[src/rtl/memref_pkg.sv]
package memref_pkg;
  localparam int OPC_W = 3;
  localparam int STEP_N = 8;

  typedef enum logic [OPC_W-1:0] {
    OP_AND = 3'd0,
    OP_ADD = 3'd1,
    OP_LDA = 3'd2,
    OP_STA = 3'd3,
    OP_BUN = 3'd4,
    OP_BSA = 3'd5,
    OP_ISZ = 3'd6,
    OP_EXT = 3'd7
  } opcode_e;

  typedef enum logic [1:0] {
    ALU_AND  = 2'd0,
    ALU_ADD  = 2'd1,
    ALU_PASS = 2'd2,
    ALU_INC  = 2'd3
  } alu_op_e;
endpackage

[src/rtl/seq_timer.sv]
module seq_timer #(
  parameter int STEPS = 8
) (
  input  logic             clk,
  input  logic             rst,
  input  logic             run,
  input  logic             clear,
  input  logic             hold,
  output logic [STEPS-1:0] step
);
  localparam logic [STEPS-1:0] FIRST = STEPS'(1);

  always_ff @(posedge clk) begin
    if (rst) begin
      step <= FIRST;
    end else if (run) begin
      if (clear) begin
        step <= FIRST;
      end else if (!hold) begin
        step <= {step[STEPS-2:0], step[STEPS-1]};
      end
    end
  end
endmodule

[src/rtl/op_decoder.sv]
module op_decoder #(
  parameter int W = 3
) (
  input  logic [W-1:0]      code,
  output logic [(1<<W)-1:0] lines
);
  localparam int N = 1 << W;

  for (genvar k = 0; k < N; k++) begin : g_line
    assign lines[k] = (code == W'(k));
  end
endmodule

[src/rtl/memref_alu.sv]
module memref_alu
  import memref_pkg::*;
#(
  parameter int DW = 16
) (
  input  alu_op_e         op,
  input  logic [DW-1:0]   a,
  input  logic [DW-1:0]   b,
  output logic [DW-1:0]   y,
  output logic            carry
);
  logic [DW:0] wide;

  always_comb begin
    wide = '0;
    unique case (op)
      ALU_AND:  wide = {1'b0, a & b};
      ALU_ADD:  wide = {1'b0, a} + {1'b0, b};
      ALU_PASS: wide = {1'b0, b};
      ALU_INC:  wide = {1'b0, b} + (DW+1)'(1);
      default:  wide = '0;
    endcase
    y     = wide[DW-1:0];
    carry = wide[DW];
  end
endmodule

[src/rtl/memref_sequencer.sv]
module memref_sequencer
  import memref_pkg::*;
#(
  parameter int DATA_W     = 16,
  parameter int ADDR_W     = 12,
  parameter int START_ADDR = 0
) (
  input  logic              clk,
  input  logic              rst,
  input  logic              halt,
  input  logic              ext_done,
  output logic [ADDR_W-1:0] mem_addr,
  input  logic [DATA_W-1:0] mem_rdata,
  output logic              mem_we,
  output logic [DATA_W-1:0] mem_wdata,
  output logic              reg_strobe,
  output logic              io_strobe,
  output logic [DATA_W-1:0] instr,
  output logic [STEP_N-1:0] t_step,
  output logic [ADDR_W-1:0] pc_q,
  output logic [DATA_W-1:0] ac_q,
  output logic              e_q
);
  localparam int IND_BIT = DATA_W - 1;
  localparam int OPC_LSB = DATA_W - 1 - OPC_W;
  localparam int OP_N    = 1 << OPC_W;
  localparam int PAD_W   = DATA_W - ADDR_W;

  logic [ADDR_W-1:0] pc, ar;
  logic [DATA_W-1:0] ir, ac, dr;
  logic              e, wait_q;
  logic [OP_N-1:0]   d;
  logic [STEP_N-1:0] t;
  logic              run, ind, clr_term, hold_term, strobe;
  logic              wr_term, fetch_opnd;
  alu_op_e           alu_sel;
  logic [DATA_W-1:0] alu_y;
  logic              alu_c;

  assign run = !halt;
  assign ind = ir[IND_BIT];

  op_decoder #(.W(OPC_W)) u_dec (
    .code  (ir[OPC_LSB +: OPC_W]),
    .lines (d)
  );

  // Decoded end-of-instruction terms: opcode line AND step line.
  assign clr_term = (t[3] & d[OP_EXT] & ext_done)
                  | (t[4] & (d[OP_STA] | d[OP_BUN]))
                  | (t[5] & (d[OP_AND] | d[OP_ADD] | d[OP_LDA] | d[OP_BSA]))
                  | (t[6] & d[OP_ISZ]);
  assign hold_term = t[3] & d[OP_EXT];

  seq_timer #(.STEPS(STEP_N)) u_tmr (
    .clk   (clk),
    .rst   (rst),
    .run   (run),
    .clear (clr_term),
    .hold  (hold_term),
    .step  (t)
  );

  always_comb begin
    if (d[OP_AND])      alu_sel = ALU_AND;
    else if (d[OP_ADD]) alu_sel = ALU_ADD;
    else if (d[OP_LDA]) alu_sel = ALU_PASS;
    else                alu_sel = ALU_INC;
  end

  memref_alu #(.DW(DATA_W)) u_alu (
    .op    (alu_sel),
    .a     (ac),
    .b     (dr),
    .y     (alu_y),
    .carry (alu_c)
  );

  assign fetch_opnd = d[OP_AND] | d[OP_ADD] | d[OP_LDA] | d[OP_ISZ];
  assign wr_term    = (t[4] & (d[OP_STA] | d[OP_BSA])) | (t[6] & d[OP_ISZ]);
  assign strobe     = run & t[3] & d[OP_EXT] & !wait_q;

  always_ff @(posedge clk) begin
    if (rst) begin
      pc     <= ADDR_W'(START_ADDR);
      ar     <= '0;
      ir     <= '0;
      ac     <= '0;
      dr     <= '0;
      e      <= 1'b0;
      wait_q <= 1'b0;
    end else if (run) begin
      if (t[0]) ar <= pc;
      if (t[1]) begin
        ir <= mem_rdata;
        pc <= pc + ADDR_W'(1);
      end
      if (t[2]) ar <= ir[ADDR_W-1:0];
      if (t[3] & !d[OP_EXT] & ind) ar <= mem_rdata[ADDR_W-1:0];
      if (t[3] & d[OP_EXT]) wait_q <= !ext_done;
      if (t[4] & fetch_opnd) dr <= mem_rdata;
      if (t[4] & d[OP_BUN]) pc <= ar;
      if (t[4] & d[OP_BSA]) ar <= ar + ADDR_W'(1);
      if (t[5] & d[OP_BSA]) pc <= ar;
      if (t[5] & (d[OP_AND] | d[OP_ADD] | d[OP_LDA])) ac <= alu_y;
      if (t[5] & d[OP_ADD]) e <= alu_c;
      if (t[5] & d[OP_ISZ]) dr <= alu_y;
      if (t[6] & d[OP_ISZ] & (dr == '0)) pc <= pc + ADDR_W'(1);
    end
  end

  assign mem_addr   = ar;
  assign mem_we     = run & wr_term;
  assign mem_wdata  = d[OP_BSA] ? {{PAD_W{1'b0}}, pc} : (d[OP_ISZ] ? dr : ac);
  assign reg_strobe = strobe & !ind;
  assign io_strobe  = strobe & ind;
  assign instr      = ir;
  assign t_step     = t;
  assign pc_q       = pc;
  assign ac_q       = ac;
  assign e_q        = e;
endmodule

[config.mk]
export PLATFORM = sky130hd
export DESIGN_NAME = memref_sequencer
export DESIGN_NICKNAME = d
export VERILOG_FILES = /design/src/rtl/memref_pkg.sv /design/src/rtl/seq_timer.sv /design/src/rtl/op_decoder.sv /design/src/rtl/memref_alu.sv /design/src/rtl/memref_sequencer.sv
export SDC_FILE = /design/constraint.sdc
export NUM_CORES = 1
export LEC_CHECK = 0
export ABC_AREA = 1
export BUFFER_PORTS_ARGS = -buffer_cell sky130_fd_sc_hd__clkbuf_2
export CELL_PAD_IN_SITES_DETAIL_PLACEMENT = 2
export CELL_PAD_IN_SITES_GLOBAL_PLACEMENT = 2
export CORE_ASPECT_RATIO = 1.4
export CORE_MARGIN = 2
export CORE_UTILIZATION = 30
export DETAILED_ROUTE_END_ITERATION = 8
export GPL_ROUTABILITY_DRIVEN = 0
export GPL_TIMING_DRIVEN = 0
export PLACE_DENSITY = 0.88
export RECOVER_POWER = 50
export SETUP_SLACK_MARGIN = 0.15
export SYNTH_ARGS = -nofsm -noshare
export SYNTH_HDL_FRONTEND = slang
export SYNTH_SLANG_ARGS = --single-unit
[constraint.sdc]
create_clock -name clk -period 6.4 [get_ports clk]
set_clock_uncertainty 0.05 [all_clocks]
set_input_delay 0.32 -clock clk [delete_from_list [all_inputs] [get_ports clk]]
set_output_delay 0.32 -clock clk [all_outputs]
set_load 0.02 [all_outputs]
==> results.py, run 1 <==
metrics = {
    "cells_and_area": {
        "nFillCells": 2381,
        "area_growth_pct": 17.5,
        "drive_gt1_share_pct": 8.51,
        "diodes": 0,
        "finalNetCount": 1080,
        "final_util_pct": 36.1,
    },
    "clock_tree": {
        "clkLatencyLatePin_ns": 0.35,
        "clockBufferDepth": 2,
        "htree_levels": 3,
        "clk_pin_slew_ns": 0.08,
        "cts-resized-gates": 0,
        "cts_sinks": 82,
        "cts_root_buffer": "clkbuf_16",
        "post-cts-setup-buffers": 0,
        "cts_made_buffers": 9,
        "cts_hold_buf": 0,
        "cts_tree": "built",
    },
    "place": {
        "dp_hpwl_um": 22000,
        "portBuffers": 102,
    },
    "sta": {
        "hold_violations": 0,
        "slew_headroom_pct": 49.4,
        "period_share_pct": 60.2,
        "maxSlewViolCount": 0,
        "period_needed_ns": 3.85,
        "fin_tns_setup_ns": 0,
        "worst_pin_slew_ns": 0.759,
        "setup_viol_count_final": 0,
        "rsz0062_at_grt": "false",
        "max_freq_mhz": 260,
    },
    "floorplan": {
        "die-area_mm2": 0.0203,
        "die_h_um": 168,
        "io_pins": 104,
        "initial_core_util_pct": 30.7,
        "die-width_um": 121,
        "coreArea_mm2": 0.0187,
        "num_rows": 59,
    },
    "global_route": {
        "track_usage_pct": 28.5,
        "first_global_vias": 7851,
        "grt_pass1_wl_um": 44600,
        "grt_overflow": 0,
        "grt_max_degree": 14,
        "antenna_found_initial": 0,
    },
    "routing": {
        "dr.pass1.iters": 5,
        "totalWireLength_um": 28900,
        "viasPerCell": 5.56,
        "drc": 0,
        "vias": 7174,
        "ant_nets": 0,
        "drtIter0Drc": 466,
        "post_drt_wl_per_cell_um": 22.4,
    },
    "power_and_ir_drop": {
        "peakVddDrop_mv": 0.173,
        "cellPowerDensity_mw_per_mm2": 193,
        "finalPower_mw": 1.30,
        "p_leak_nw": 3.02,
    },
    "yosys": {
        "synthCells": 928,
        "dominantRegCellSynth": "dfxtp_1",
        "synth-warning-count": 0,
        "ys_seq_area_share_pct": 28.6,
        "synth.ff_latch_count": 82,
        "syn_nets": 967,
        "async_reset_ff_share_pct": 0,
        "synth_top_area_share_pct": 28.6,
        "synth.distinct_cells": 43,
        "netlist_area_mm2": 0.00574,
        "post-synth-top-area-cell": "dfxtp_1",
        "synth_edf_count": 0,
        "synth_area_leaders": "dfxtp_1 (29%), nand2_1 (15%), o21ai_0 (9.2%)",
        "avgSynthCellArea_um2": 6.18,
    },
    "setup_path": {
        "cp.arrival_ns": 4.05,
        "timing.rr.start": "instr[13]",
        "crit_path_start_kind": "flop",
        "timing.rr.end": "ac_q[15]",
        "crit_type": "reg -> reg",
        "rrSetupSlack_ns": 2.55,
        "path_max_fanout": 10,
        "cp-end-kind": "flop",
        "worstRegToRegCells": 19,
        "cp.required_ns": 6.60,
    },
    "min_path": {
        "whs_endpoint": "wait_q",
        "min_path_type": "in -> reg",
        "whs_path_depth": 2,
        "holdCritStartpoint": "ext_done",
    },
    "outcome": {
        "status": "finished, final reports clean",
    },
    "job": {
        "maxCapViolations": 0,
    },
}
-- power by group --
group          internal (mW)  switching (mW)
registers              0.533          0.0330
clock network          0.275           0.241
logic                 0.0584           0.164
total                  0.866           0.438
-- routing by layer --
layer  GRT usage [%]  wire [um]
met1            29.9      10900
met2            52.6      15200
met3            3.51       1030
met4            18.2       1810
met5               0          0
-- worst max path at each step --
stage / from / end / slack [ns] / depth (start not counted)
final: instr[13] / ac_q[15] / 2.55 / 19
after global routing: instr[13] / ac_q[15] / 2.23 / 19
after CTS: instr[13] / ac_q[15] / 2.79 / 19
after detailed placement: instr[13] / ac_q[14] / 2.86 / 17
after global placement: instr[13] / ac_q[14] / 2.98 / 17
after floorplan: instr[13] / ac_q[6] / 3.69 / 15
-- final cells by class --
cell class	instances	area, um^2	area share (%)
plain buffers	39	174	2.58
clock buffers	12	246	3.66
clock inverters	4	26.3	0.390
inverters	128	480	7.13
multi-input cells	679	3440	51.0
flip-flops and latches	82	1640	24.3
well taps	244	305	4.53
repair buffers	102	429	6.36
-- placed cells by master, fill, tap and decap left out, drive strengths merged, types with 7 or more instances in the layout --
cell      n
nand2   227
clkbuf  142
inv     128
o21ai   107
nor2     94
a21oi    87
dfxtp    82
nand3    49
o211ai   45
ha       18
a31oi    14
buf      11
nor3     10
nand4     7
-- worst max-delay path: stages, from the launching register on --
cell and delay [ns]:
dfxtp_1 0.36, clkbuf_1 0.49, nand2_1 0.25, nand2_1 0.41
clkbuf_1 0.49, nor2_1 0.14, ha_1 0.40, nand2_1 0.11
nor2_1 0.10, nand3_1 0.08, nand2_1 0.21, nand2_1 0.11
nand2_1 0.08, nand2_1 0.05, nand2_1 0.05, nand2_1 0.07
nand2_1 0.10, nand2_1 0.05, nand2_1 0.09, inv_1 0.05
-- through the flow --
step | std cells | area [um^2] | hold slack [ns] | setup slack [ns]
floorplan | 928 | 5740 | 0.360 | 3.69
global placement | 1274 | 6560 | 0.439 | 2.98
global route | 1290 | 6740 | 0.123 | 2.23
finish | 1290 | 6740 | 0.130 | 2.55
detailed placement | 1274 | 6560 | 0.437 | 2.86
CTS | 1290 | 6830 | 0.127 | 2.79
-- synth_stat cells (2+ instances only) --
| library cell | count |
|---|---|
| a21oi_1 | 76 |
| a21oi_2 | 10 |
| a31oi_1 | 14 |
| buf_1 | 2 |
| buf_2 | 7 |
| buf_6 | 2 |
| clkbuf_1 | 26 |
| dfxtp_1 | 82 |
| ha_1 | 18 |
| inv_1 | 119 |
| inv_2 | 8 |
| nand2_1 | 224 |
| nand2_2 | 2 |
| nand3_1 | 48 |
| nand3b_1 | 3 |
| nand4_1 | 7 |
| nor2_1 | 91 |
| nor3_1 | 9 |
| o2111ai_1 | 2 |
| o211ai_1 | 45 |
| o21ai_0 | 106 |
| or2_2 | 3 |
| xnor2_1 | 3 |
| xor2_1 | 2 |
-- sequential cells by signal, indices dropped and copies added, names as in the netlist --
signal,cells
ac_q,16
dr,16
e_q,1
instr,16
mem_addr,12
pc_q,12
u_tmr.step,8
wait_q,1
-- logic make-up after synthesis --
group / count (synthesis) / synth area share (%)
XOR/XNOR: 5 / 0.763
buffers and inverters: 167 / 11.4
AO/OA/AOI/OAI: 258 / 25.9
flip-flops: 82 / 28.6
adder cells (fa/ha/maj): 19 / 4.27
AND/OR/NAND/NOR: 397 / 29.0
(Power assumes the default switching activity.)
==> inputs of run 2 (changes only) <==
Clock period 6.4 ns to 3.6 ns, I/O delays scaled along.
==> results.py, run 2 (synthesis results as in run 1) <==
metrics = {
    "outcome": {
        "status": "finished, final reports clean",
    },
    "routing": {
        "ant_nets": 0,
        "totalWireLength_um": 28900,
        "drc": 0,
        "post_drt_wl_per_cell_um": 22.4,
        "viasPerCell": 5.55,
        "dr.pass1.iters": 5,
        "drtIter0Drc": 434,
        "vias": 7169,
    },
    "sta": {
        "slew_headroom_pct": 48.0,
        "max_freq_mhz": 320,
        "hold_violations": 0,
        "worst_pin_slew_ns": 0.780,
        "setup_viol_count_final": 0,
        "period_share_pct": 86.7,
        "maxSlewViolCount": 0,
        "period_needed_ns": 3.12,
        "rsz0062_at_grt": "false",
        "fin_tns_setup_ns": 0,
    },
    "floorplan": {
        "coreArea_mm2": 0.0187,
        "die-width_um": 121,
        "initial_core_util_pct": 30.7,
        "die_h_um": 168,
        "io_pins": 104,
        "die-area_mm2": 0.0203,
        "num_rows": 59,
    },
    "cells_and_area": {
        "fin_area_mm2": 0.00676,
        "nFillCells": 2367,
        "finalNetCount": 1081,
        "regArea_mm2": 0.00164,
        "drive_gt1_share_pct": 8.88,
        "layout_common_cells": "nand2_1 (224), inv_1 (119), o21ai_0 (106), clkbuf_1 (92), nor2_1 (91)",
        "multi_input_area_mm2": 0.00345,
        "diodes": 0,
        "final_common_cell": "nand2_1",
        "area_growth_pct": 17.8,
    },
    "place": {
        "portBuffers": 102,
        "dp_hpwl_um": 22000,
        "dpl_cell_area_mm2": 0.00656,
    },
    "setup_path": {
        "crit_type": "reg -> reg",
        "cp-end-kind": "flop",
        "cp.arrival_ns": 3.33,
        "path_max_fanout": 10,
        "cp.required_ns": 3.81,
        "crit_path_start_kind": "flop",
    },
    "clock_tree": {
        "cts_made_buffers": 9,
        "cts_tree": "built",
        "cts_sinks": 82,
        "clk_pin_slew_ns": 0.08,
        "clockBufferDepth": 2,
        "htree_levels": 3,
        "clkLatencyLatePin_ns": 0.36,
        "cts_root_buffer": "clkbuf_16",
        "post-cts-setup-buffers": 0,
    },
    "power_and_ir_drop": {
        "comb_power_share_pct": 17.1,
        "clockPowerShare_pct": 39.5,
        "peakVddDrop_mv": 0.308,
        "seqPwrFrac_pct": 43.4,
        "p_leak_nw": 3.03,
        "cellPowerDensity_mw_per_mm2": 343,
        "p_sw_share_pct": 33.5,
        "power_switching_mw": 0.777,
        "internal_power_mw": 1.54,
    },
    "global_route": {
        "grt_overflow": 0,
        "grt_max_degree": 14,
        "track_usage_pct": 28.5,
        "first_global_vias": 7850,
        "grt_pass1_wl_um": 44700,
        "antenna_found_initial": 0,
    },
    "job": {
        "maxCapViolations": 0,
    },
    "min_path": {
        "min_path_type": "in -> reg",
    },
}
[run 2: changes by cell type in the layout (fill, tap and decap cells not counted), sizes merged]
cell         before  now
buf              11   13
clkbuf          142  140
dlygate4sd3       0    1
[run 2: final cells by class]
class	instances	area share [%]
Clock buffer	12	3.64
Multi-Input combinational cell	679	51.0
Timing Repair Buffer	103	6.49
Inverter	128	7.10
Clock inverter	4	0.389
Tap cell	244	4.51
Sequential cell	82	24.3
Buffer	39	2.61
[run 2: per-layer routing]
metal | GRT usage [%] | share of wire, %
met1 | 30.1 | 37
met2 | 52.6 | 53
met3 | 3.34 | 3.8
met4 | 18.0 | 6.0
met5 | 0 | 0
[run 2: per-stage QoR]
step	util (%)	power (mW)	std cells	setup slack (ns)	hold WS, ns
after detailed placement	35.1	1.41	1274	0.0649	0.350
after global placement	35.1	1.40	1274	0.184	0.332
final	36.2	2.32	1291	0.478	0.0889
after floorplan	-	1.24	928	0.889	0.220
after CTS	36.6	2.32	1291	0.197	0.0836
after global routing	36.2	2.39	1291	0.175	0.122
[run 2: power groups by stage]
stage / Combinational, mW / Clock (mW) / Sequential (mW)
after detailed placement: 0.389 / 0 / 1.02
final: 0.397 / 0.915 / 1.01
after floorplan: 0.198 / 0 / 1.04
after global routing: 0.429 / 0.953 / 1.01
after CTS: 0.402 / 0.913 / 1.00
after global placement: 0.375 / 0 / 1.02
[run 2: what timing repair did]
item	in CTS	in global routing
setup endpoints to repair	17	21
gates cloned	0	0
hold buffers	1	0
endpoints found under the hold margin	1	0
gates resized for setup	1	3
[run 2: path summary, 6_finish.rpt]
check                              startpoint         to  slack (ns)  cells after the start
worst max register to register      instr[13]   ac_q[15]        0.48                     19
worst max-delay path                instr[13]   ac_q[15]        0.48                     19
worst min register to register       pc_q[11]   pc_q[11]        0.45                      2
worst min-delay path            mem_rdata[10]  instr[10]        0.09                      3
[run 2: worst max-delay path, cell delays in order, from the launching register on]
cell and delay [ns]:
dfxtp_1 0.36, buf_2 0.28, nand2_1 0.21, nand2_4 0.21
buf_2 0.28, nor2_1 0.11, ha_1 0.38, nand2_1 0.11
nor2_1 0.10, nand3_1 0.08, nand2_1 0.21, nand2_1 0.11
nand2_1 0.08, nand2_1 0.05, nand2_1 0.05, nand2_1 0.07
nand2_1 0.10, nand2_1 0.05, nand2_1 0.09, inv_1 0.05
==> inputs of run 3 (changes only) <==
Settings changed: RECOVER_POWER 50 to unset.
==> results.py, run 3 (synthesis results as in run 1) <==
metrics = {
    "power_and_ir_drop": {
        "finalPower_mw": 2.32,
        "cellPowerDensity_mw_per_mm2": 340,
        "p_leak_nw": 3.25,
        "peakVddDrop_mv": 0.308,
    },
    "setup_path": {
        "cpMaxStageDelayCell": "ha_1",
        "timing.rr.end": "ac_q[14]",
        "worstRegToRegCells": 17,
        "crit_path_start_kind": "flop",
        "slowest_delay_ns": 0.38,
        "crit_top_cell": "nand2_1",
        "crit_chain": "buf_2 -> nand2_1 -> nand2_4 -> buf_2 -> nor2_1 -> ha_1 -> nand2_1 -> nor2_1 -> nand2_1 -> nand3_1 -> nand2_1 -> nand2_1 -> nand2_1 -> nand3_1 -> nand2_1 -> o21ai_0 -> inv_1",
        "crit_family": "simple AND/OR/NAND/NOR gates",
        "cp-end-kind": "flop",
        "crit_type": "reg -> reg",
        "cp.buffers_inverters": 3,
        "cp.required_ns": 3.80,
        "path_max_fanout": 10,
        "cp.arrival_ns": 3.33,
        "timing.rr.start": "instr[13]",
        "rrSetupSlack_ns": 0.47,
    },
    "sta": {
        "hold_violations": 0,
        "fin_tns_setup_ns": 0,
        "period_needed_ns": 3.13,
        "fin_worst_hold_slack_ns": 0.0905,
        "worst_pin_slew_ns": 0.768,
        "setup_slack_ns": 0.468,
        "maxSlewViolCount": 0,
        "setup_viol_count_final": 0,
        "max_freq_mhz": 319,
        "slew_headroom_pct": 48.8,
        "rsz0062_at_grt": "false",
        "period_share_pct": 87.0,
    },
    "clock_tree": {
        "clockBufferDepth": 2,
        "cts_sinks": 82,
        "cts_root_buffer": "clkbuf_16",
        "cts_tree": "built",
        "htree_levels": 3,
        "cts_made_buffers": 9,
        "clkLatencyLatePin_ns": 0.35,
        "post-cts-setup-buffers": 0,
        "clk_pin_slew_ns": 0.07,
    },
    "floorplan": {
        "coreArea_mm2": 0.0187,
        "die_h_um": 168,
        "io_pins": 104,
        "initial_core_util_pct": 30.7,
        "num_rows": 59,
        "die-width_um": 121,
        "die-area_mm2": 0.0203,
    },
    "job": {
        "maxCapViolations": 0,
    },
    "cells_and_area": {
        "area_growth_pct": 19.3,
        "finalNetCount": 1081,
        "diodes": 0,
        "layout_common_cells": "nand2_1 (223), inv_1 (119), o21ai_0 (106), clkbuf_2 (103), nor2_1 (91)",
        "fin_cells": 1291,
        "fin_area_mm2": 0.00685,
        "final_common_cell": "nand2_1",
        "drive_gt1_share_pct": 15.2,
        "final_util_pct": 36.7,
    },
    "min_path": {
        "holdCritStartpoint": "mem_rdata[10]",
        "whs_endpoint": "instr[10]",
        "whs_path_depth": 3,
        "min_path_type": "in -> reg",
    },
    "routing": {
        "post_drt_wl_per_cell_um": 22.4,
        "totalWireLength_um": 28900,
        "ant_nets": 0,
        "drtIter0Drc": 470,
        "drc": 0,
        "vias": 7170,
        "dr.pass1.iters": 5,
        "viasPerCell": 5.55,
    },
    "global_route": {
        "grt_pass1_wl_um": 44700,
        "antenna_found_initial": 0,
        "track_usage_pct": 28.5,
        "first_global_vias": 7850,
        "grt_max_degree": 14,
        "grt_overflow": 0,
    },
    "outcome": {
        "status": "finished, final reports clean",
    },
    "place": {
        "place_inst": 1274,
        "dpl_cell_area_mm2": 0.00656,
        "pre_cts_ws_ns": 0.0649,
        "dp_hpwl_um": 22000,
        "portBuffers": 102,
    },
}
## run 3: cell counts in the layout (fill, tap and decap cells not counted)
No cell type changed its count.
## run 3: how the worst max path moves through the flow
stage	start	cells after the start	to	slack (ns)
CTS	instr[13]	19	ac_q[15]	0.20
floorplan	instr[13]	15	ac_q[6]	0.89
detailed placement	instr[13]	17	ac_q[14]	0.06
finish	instr[13]	17	ac_q[14]	0.47
global route	instr[13]	17	ac_q[13]	0.17
global placement	instr[13]	17	ac_q[14]	0.18
## run 3: where the power goes
group	total (mW)	internal, mW	switching (mW)
Combinational	0.405	0.113	0.292
Clock	0.914	0.489	0.425
Sequential	1.01	0.948	0.0585
Total	2.32	1.55	0.775
## run 3: final cells by class
type                            instances  area, um^2
Buffer                                 39         176
Tap cell                              244         305
Clock inverter                          4        26.3
Fill cell                            2333       11800
Inverter                              128         480
Multi-Input combinational cell        679        3450
Clock buffer                           12         246
Timing Repair Buffer                  103         520
Sequential cell                        82        1640
## run 3: worst reg2reg max path, cell delays in order (launching register included)
cell and delay (ns):
dfxtp_1 0.36, buf_2 0.28, nand2_1 0.21, nand2_4 0.21
buf_2 0.28, nor2_1 0.11, ha_1 0.38, nand2_1 0.08
nor2_1 0.11, nand2_1 0.06, nand3_1 0.16, nand2_1 0.14
nand2_1 0.10, nand2_1 0.07, nand3_1 0.08, nand2_1 0.08
o21ai_0 0.22, inv_1 0.06
## run 3: routing by layer
layer / track usage, % / part of all wire, % / vias up
met1: 30.1 / 38 / 3550
met2: 52.6 / 53 / 225
met5: 0 / 0 / -
met4: 18.0 / 6.1 / 0
met3: 3.34 / 3.6 / 95
li1: - / - / 3300
## run 3: what timing repair did
item	CTS	global route
endpoints found under the setup margin	17	21
hold buffers	1	0
gates cloned	0	0
hold endpoints to repair	1	0
gates resized for setup	1	3
pin swaps	0	0
